File: config.mk
export PLATFORM = sky130hd
export DESIGN_NAME = codec_pwr_seq
export DESIGN_NICKNAME = d
export VERILOG_FILES = /design/src/rtl/codec_pwr_pkg.sv /design/src/rtl/pin_sync.sv /design/src/rtl/frame_timer.sv /design/src/rtl/codec_pwr_seq.sv
export SDC_FILE = /design/constraint.sdc
export NUM_CORES = 1
export LEC_CHECK = 0
export ABC_AREA = 1
export BUFFER_PORTS_ARGS = -buffer_cell sky130_fd_sc_hd__buf_4
export CORE_MARGIN = 2
export CORE_UTILIZATION = 45
export CTS_BUF_LIST = sky130_fd_sc_hd__clkbuf_4 sky130_fd_sc_hd__clkbuf_8 sky130_fd_sc_hd__clkbuf_16
export CTS_CLUSTER_DIAMETER = 100
export DETAILED_ROUTE_END_ITERATION = 8
export GPL_TIMING_DRIVEN = 0
export SETUP_SLACK_MARGIN = 0.15
export SLEW_MARGIN = 20
export SYNTH_ARGS = -nofsm -noshare
export SYNTH_HDL_FRONTEND = slang
export SYNTH_HIERARCHICAL = 1
export SYNTH_SLANG_ARGS = --single-unit
File: constraint.sdc
create_clock -name clk_i -period 3.85 [get_ports clk_i]
set_input_delay 0.5775 -clock clk_i [delete_from_list [all_inputs] [get_ports clk_i]]
set_output_delay 0.5775 -clock clk_i [all_outputs]
set_load 0.02 [all_outputs]
File: src/rtl/codec_pwr_pkg.sv
package codec_pwr_pkg;
  typedef enum logic [1:0] {
    ZD_FORCE_LO = 2'd0,
    ZD_FORCE_HI = 2'd1,
    ZD_PASS     = 2'd2
  } zd_sel_e;
endpackage

File: src/rtl/pin_sync.sv
module pin_sync (
  input  logic clk_i,
  input  logic rst_ni,
  input  logic pin_i,
  output logic level_o,
  output logic fall_o
);
  logic s1_q, s2_q, prev_q;

  always_ff @(posedge clk_i or negedge rst_ni) begin
    if (!rst_ni) begin
      s1_q   <= 1'b0;
      s2_q   <= 1'b0;
      prev_q <= 1'b1; // entry from reset counts as a fall
    end else begin
      s1_q   <= pin_i;
      s2_q   <= s1_q;
      prev_q <= s2_q;
    end
  end

  assign level_o = s2_q;
  assign fall_o  = prev_q & ~s2_q;
endmodule

File: src/rtl/frame_timer.sv
module frame_timer #(
  parameter int unsigned LEN = 16
) (
  input  logic clk_i,
  input  logic rst_ni,
  input  logic run_i,
  input  logic frame_i,
  output logic done_o
);
  localparam int unsigned W = $clog2(LEN + 1);
  localparam logic [W-1:0] LAST = W'(LEN - 1);

  logic [W-1:0] cnt_q;
  logic         run_q, done_q;

  always_ff @(posedge clk_i or negedge rst_ni) begin
    if (!rst_ni) begin
      cnt_q  <= '0;
      run_q  <= 1'b0;
      done_q <= 1'b0;
    end else begin
      run_q <= run_i;
      if (!run_i || !run_q) begin
        cnt_q  <= '0;
        done_q <= 1'b0;
      end else if (frame_i && !done_q) begin
        cnt_q <= cnt_q + 1'b1;
        if (cnt_q == LAST) done_q <= 1'b1;
      end
    end
  end

  assign done_o = done_q & run_i;
endmodule

File: src/rtl/codec_pwr_seq.sv
module codec_pwr_seq
  import codec_pwr_pkg::*;
#(
  parameter int unsigned N_CH     = 4,
  parameter int unsigned N_ZD     = 2,
  parameter int unsigned ADC_INIT = 522,
  parameter int unsigned DAC_INIT = 516,
  parameter int unsigned ZD_HOLD  = 10,
  parameter int unsigned CLICK_AT = 512
) (
  input  logic            clk_i,
  input  logic            rst_ni,
  input  logic            pdn_ni,
  input  logic            frame_i,
  input  logic            adc_pwr_i,
  input  logic            dac_pwr_i,
  input  logic [N_CH-1:0] ch_pwr_i,
  input  logic [N_ZD-1:0] zd_raw_i,
  output logic            reg_rst_o,
  output logic            filt_rst_o,
  output logic            adc_valid_o,
  output logic [N_CH-1:0] dac_mute_o,
  output logic [N_CH-1:0] dac_init_o,
  output logic [N_ZD-1:0] zd_o,
  output logic            mute_req_o
);
  logic pdn_s, pdn_fall;
  logic adc_run, dac_run;
  logic adc_done, dac_done, zd_done, click_done, click_done_q;
  logic dac_all_off;
  zd_sel_e zd_sel;

  pin_sync i_pin_sync (
    .clk_i, .rst_ni, .pin_i(pdn_ni), .level_o(pdn_s), .fall_o(pdn_fall)
  );

  assign adc_run = pdn_s & adc_pwr_i;
  assign dac_run = pdn_s & dac_pwr_i;

  frame_timer #(.LEN(ADC_INIT)) i_adc_tmr (
    .clk_i, .rst_ni, .run_i(adc_run), .frame_i, .done_o(adc_done)
  );
  frame_timer #(.LEN(DAC_INIT)) i_dac_tmr (
    .clk_i, .rst_ni, .run_i(dac_run), .frame_i, .done_o(dac_done)
  );
  frame_timer #(.LEN(ZD_HOLD)) i_zd_tmr (
    .clk_i, .rst_ni, .run_i(pdn_s), .frame_i, .done_o(zd_done)
  );
  frame_timer #(.LEN(CLICK_AT)) i_click_tmr (
    .clk_i, .rst_ni, .run_i(pdn_s), .frame_i, .done_o(click_done)
  );

  always_ff @(posedge clk_i or negedge rst_ni) begin
    if (!rst_ni) click_done_q <= 1'b0;
    else         click_done_q <= click_done;
  end

  assign reg_rst_o   = pdn_fall;
  assign filt_rst_o  = ~pdn_s;
  assign adc_valid_o = adc_done;
  assign mute_req_o  = pdn_fall | (click_done & ~click_done_q);
  assign dac_all_off = ~dac_pwr_i & ~(|ch_pwr_i);

  for (genvar k = 0; k < N_CH; k++) begin : g_ch
    assign dac_mute_o[k] = ~(dac_done & ch_pwr_i[k]);
    assign dac_init_o[k] = dac_run & ~dac_done & ch_pwr_i[k];
  end

  always_comb begin
    if (!pdn_s || !zd_done) zd_sel = ZD_FORCE_LO;
    else if (dac_all_off)   zd_sel = ZD_FORCE_HI;
    else                    zd_sel = ZD_PASS;
  end

  always_comb begin
    unique case (zd_sel)
      ZD_FORCE_HI: zd_o = '1;
      ZD_PASS:     zd_o = zd_raw_i;
      default:     zd_o = '0;
    endcase
  end
endmodule

---- Yosys cells after proc, flatten, opt, wreduce, memory -nomap -nowiden ----
Index checks and enable logic that the tools add are counted.
W data, S select, Z words.
operators by class
  add/subtract/negate cells ............... 4
  $mul .................................... 0
  divide/modulo/power cells ............... 0
  order comparisons ....................... 0
  equality and inequality tests ........... 6
  shift operators ......................... 0
  mux-type cells .......................... 23
  bitwise operators ....................... 28
  reductions and logical operators ........ 32
operators with widths
  kind                     number
  $mux W10                 6
  $add A10 B1 Y10 const B  3
  $eq A10 B10 Y1 const B   2
  $and A1 B1 Y1            18
  $reduce_bool A2 Y1       8
  $mux W1                  12
  $logic_not A1 Y1         11
  $eq A10 B9 Y1 const B    1
  $not A1 Y1               9
  $mux W4                  2
  $reduce_and A2 Y1        4
  $add A4 B1 Y4 const B    1
  $eq A4 B4 Y1 const B     1
  $logic_and A1 B1 Y1      4
  $logic_or A1 B1 Y1       4
  $mux W2                  2
  $pmux W2 S2              1
  $reduce_or A4 Y1         1
  $eq A2 B1 Y1 const B     1
  $eq A2 B2 Y1 const B     1
  $or A1 B1 Y1             1
storage, ports and cells
  register bits after elaboration ......... 45
  bits in latches ......................... 0
  memory bits (writable) .................. 0
  memory bits (read-only) ................. 0
  input bits .............................. 12
  logic and storage cells ................. 108
  memories kept ........................... 0

---- Depth between registers and ports, before layout ----
  depth after elaboration ................. 7
  depth in mapped cells ................... 8
  depth with buffers taken out ............ 8

---- Cells and area by module ----
Netlist, hierarchy kept.
by module, submodules not included
  module                      times used  cells an instance  area each (µm²)  seq. area each (µm²)
  frame_timer at i_adc_tmr    1           98                 700.7            300.3
  frame_timer at i_dac_tmr    1           93                 676.9            300.3
  frame_timer at i_click_tmr  1           93                 670.6            300.3
  frame_timer at i_zd_tmr     1           41                 314.1            150.1
  codec_pwr_seq               1           29                 142.6            25.0
  pin_sync                    1           5                  86.3             76.3

---- Least setup slack after synthesis ----
Ideal clock, no wire load.
  path type ............................... input to output
  start point ............................. in dac_pwr_i
  end point ............................... out dac_init_o[0]
  data arrival time ....................... 1,352 ps
  data required time ...................... 3,273 ps
  setup slack ............................. 1,920 ps
  cell stages on the path ................. 6
  buffers on the path ..................... 0
  cells stage by stage .................... nand2_1 -> inv_1 -> nand2_1 -> inv_1 -> or2_4 -> nor2_1
on the way
  word-level cells in the longest chain between the ends .. 5
RTL lines
  item                        RTL line             text
  from (decl)                 codec_pwr_seq.sv:16  input logic dac_pwr_i,
  $and A1 B1 Y1               codec_pwr_seq.sv:38  assign dac_run = pdn_s & dac_pwr_i;
  via dac_run                 codec_pwr_seq.sv:28  logic adc_run, dac_run;
  $and A1 B1 Y1               frame_timer.sv:33    assign done_o = done_q & run_i;
  via dac_done                codec_pwr_seq.sv:29  logic adc_done, dac_done, zd_done, click_done, click_done_q;
  $not A1 Y1                  codec_pwr_seq.sv:66  assign dac_init_o[k] = dac_run & ~dac_done & ch_pwr_i[k];
  $and A1 B1 Y1 (2 in a row)  codec_pwr_seq.sv:66
  to (decl)                   codec_pwr_seq.sv:23  output logic [N_CH-1:0] dac_init_o,
The timed path passes the listed nets, and every way through them passes these cells.

---- Worst setup path in the final report ----
  start point ............................. reg i_pin_sync.s2_q (netlist: i_pin_sync/level_o)
  end point ............................... out dac_init_o[1]
on the way
  word-level cells in the longest chain between the ends .. 5
RTL lines
  item                        RTL line             text
  from (decl)                 pin_sync.sv:8        logic s1_q, s2_q, prev_q;
  from (signal assigned)      pin_sync.sv:17       s2_q <= s1_q;
  $and A1 B1 Y1               codec_pwr_seq.sv:38
  via dac_run                 codec_pwr_seq.sv:28
  $and A1 B1 Y1               frame_timer.sv:33
  via dac_done                codec_pwr_seq.sv:29
  $not A1 Y1                  codec_pwr_seq.sv:66
  $and A1 B1 Y1 (2 in a row)  codec_pwr_seq.sv:66
The timed path passes the listed nets, and every way through them passes these cells.

==> impl_metrics.ini <==
[power]
powerDensity_nw_per_um2 = 320
p_leak_nw = 1.50
irDropWorstVdd_mv = 0.200

[worst_setup_path]
reg2reg_depth = 8
arrival_ns = 1.69
worstPathMaxFanout = 13
r2r_setup_slack_ns = 2.29
critical_path_class = reg2out
r2r_start = i_pin_sync/level_o
rr_endpoint = i_adc_tmr/done_q
cp-start-kind = flip-flop
crit_path_end_kind = output port
cp_data_required_time_ns = 3.27

[grt]
grt_first_pass_wirelength_mm = 8.48
track_usage_pct = 16.7
grt_pass1_vias = 1963
grt_overflow = 0
grt_max_degree = 47
grt_antenna_before_repair = 0

[floorplanning]
ios = 26
fp.dieH_um = 79.9
initial_utilization_pct = 46.8
die_w_um = 79.9
row_count = 27
core-area_um2 = 5540
die_area_um2 = 6380

[sta]
slew_violations = 0
rsz0062_at_grt = false
period_needed_ns = 2.27
slew_headroom_pct = 61.8
hold_viol = 0
fin_crit_sh_pct = 58.9
final.setup.worst_slack_ns = 1.58
worst_slew_pin_slew_ns = 0.573
fmax_mhz = 441
fin_skew_ns = 0.0152
setup_viol = 0
fin_setup_tns_ns = 0

[routing]
wirelength_mm = 4.87
vias = 2119
drcViolationCount = 0
vias_per_cell = 4.57
ant_nets = 0
firstDrtPassIters = 4
drt_iter0_drc = 127
wl_per_cell_um = 10.5

[clocking]
clk_pin_slew_ns = 0.09
cts_inserted_buffers = 5
cts.sinks = 46
root_buffer = clkbuf_8
holdBufCountCts = 0
clockBufferDepth = 2
ctsResizeCount = 0
post_cts_buffers = 0
clock_latency_ns = 0.30
cts_tree = yes
cts-htree-levels = 2

[cells_and_area]
areaGrowthSynthToFinish_pct = 15.4
layout-drive-gt1-share_pct = 16.8
fill_cells = 566
final_nets = 409
antenna_cells = 0

[logic_synthesis]
post_synth_num_cell_types = 22
synthFlopType = dfrtp_1
synth-seq-cells = 46
synth_area_um2 = 2590
synth_area_leaders = dfrtp_1 43%, nand2_1 15%, inv_1 8.7%
yosys.area.top_type_share_pct = 43.5
yosys_warnings = 6
synth_nets = 377
avgSynthCellArea_um2 = 7.22
ys_seq_area_share_pct = 44.5
synthTopCellsByCount = 102 x nand2_1, 60 x inv_1, 49 x nor2_1, 45 x dfrtp_1, 25 x nand3_1
yosysTopAreaCell = dfrtp_1
synth_edf_count = 0
async_flop_share_pct = 100
syn_inst = 359
yosysMostFrequentCell = nand2_1

[placement]
place_ws_ns = 1.78
gp_congestion = 0.783
io_buffers = 25
hpwl_mm = 3.58

[flow_run]
drv_cap = 0

[status]
status = completed

[worst_hold_path]
hp-class = in2async
## layout by cell type (no fill, tap or decap), drive strengths merged, types with 2 or more instances in the layout
master    n
nand2   108
inv      66
nor2     60
dfrtp    45
nand3    30
buf      27
a21oi    16
o21ai    10
nand4     8
clkbuf    7
ha        6
o22ai     2
nor3      2
## worst max-delay path, cell delays in order (launching register included)
cell and delay, ns:
dfrtp_1 0.52, nand2_1 0.15, inv_1 0.07, nand2_1 0.05, inv_1 0.08, or2_4 0.28, nor2_1 0.09, buf_4 0.14
## metrics by stage
stage / power, W / instances / utilization (%) / hold WS (ns) / area [µm²]
finish: 0.000958 / 464 / 54.0 / 0.268 / 2990
global route: 0.000996 / 464 / 54.0 / 0.324 / 2990
CTS: 0.000971 / 464 / 54.0 / 0.293 / 2990
detailed placement: 0.000583 / 456 / 51.8 / 0.338 / 2870
global placement: 0.000582 / 456 / 51.8 / 0.334 / 2870
floorplan: 0.000548 / 359 / - / 0.282 / 2590
## sequential cells by signal (all words and copies together), names as in the netlist, 4 cells and up
register	cells
i_adc_tmr/cnt_q	10
i_click_tmr/cnt_q	10
i_zd_tmr/cnt_q	4
i_dac_tmr/cnt_q	10
## kinds of logic (layout without fill, tap and decap cells)
family	count (synthesis)	after routing	share of synthesized area, %
AOI/OAI and AO/OA	29	29	5.79
and+or+nand+nor	209	209	36.4
DFF	46	46	44.5
buffers and inverters	69	102	10.5
adders and majority gates	6	6	2.90
## cell type report
class                      count  area (µm²)  share of cell area [%]
inverter                      67         253                    8.46
sequential                    46        1150                    38.6
timing repair buffer          25         188                    6.28
buffer                         2        18.8                   0.628
clock inverter                 1        30.0                    1.00
clock buffer                   7        90.1                    3.01
tap                           72        90.1                    3.01
multi-input combinational    244        1170                    39.1
## report_power, final
group	internal, W	leakage (nW)	total [W]	switching [W]
Combinational	0.0000258	0.814	0.0000696	0.0000439
Clock	0.000219	0.0619	0.000386	0.000167
Sequential	0.000493	0.625	0.000502	0.00000938
Total	0.000737	1.50	0.000958	0.000220
## metal layers
metal	share of wire, %	global-route usage, %	up-vias
met1	51	22.3	930
li1	-	-	1163
met4	1.3	5.93	0
met5	0	0	-
met2	46	27.2	18
met3	2.1	2.83	8
## worst max path at each step
stage | startpoint | end | slack, ns | depth (start not counted)
after floorplan | dac_pwr_i | dac_init_o[0] | 1.92 | 6
after global placement | dac_pwr_i | dac_init_o[2] | 1.79 | 8
after detailed placement | dac_pwr_i | dac_init_o[1] | 1.78 | 8
after CTS | i_pin_sync/level_o | dac_init_o[1] | 1.55 | 7
after global routing | i_pin_sync/level_o | dac_init_o[3] | 1.39 | 7
final | i_pin_sync/level_o | dac_init_o[1] | 1.58 | 7
No activity file was read; power rests on OpenSTA's default activity.
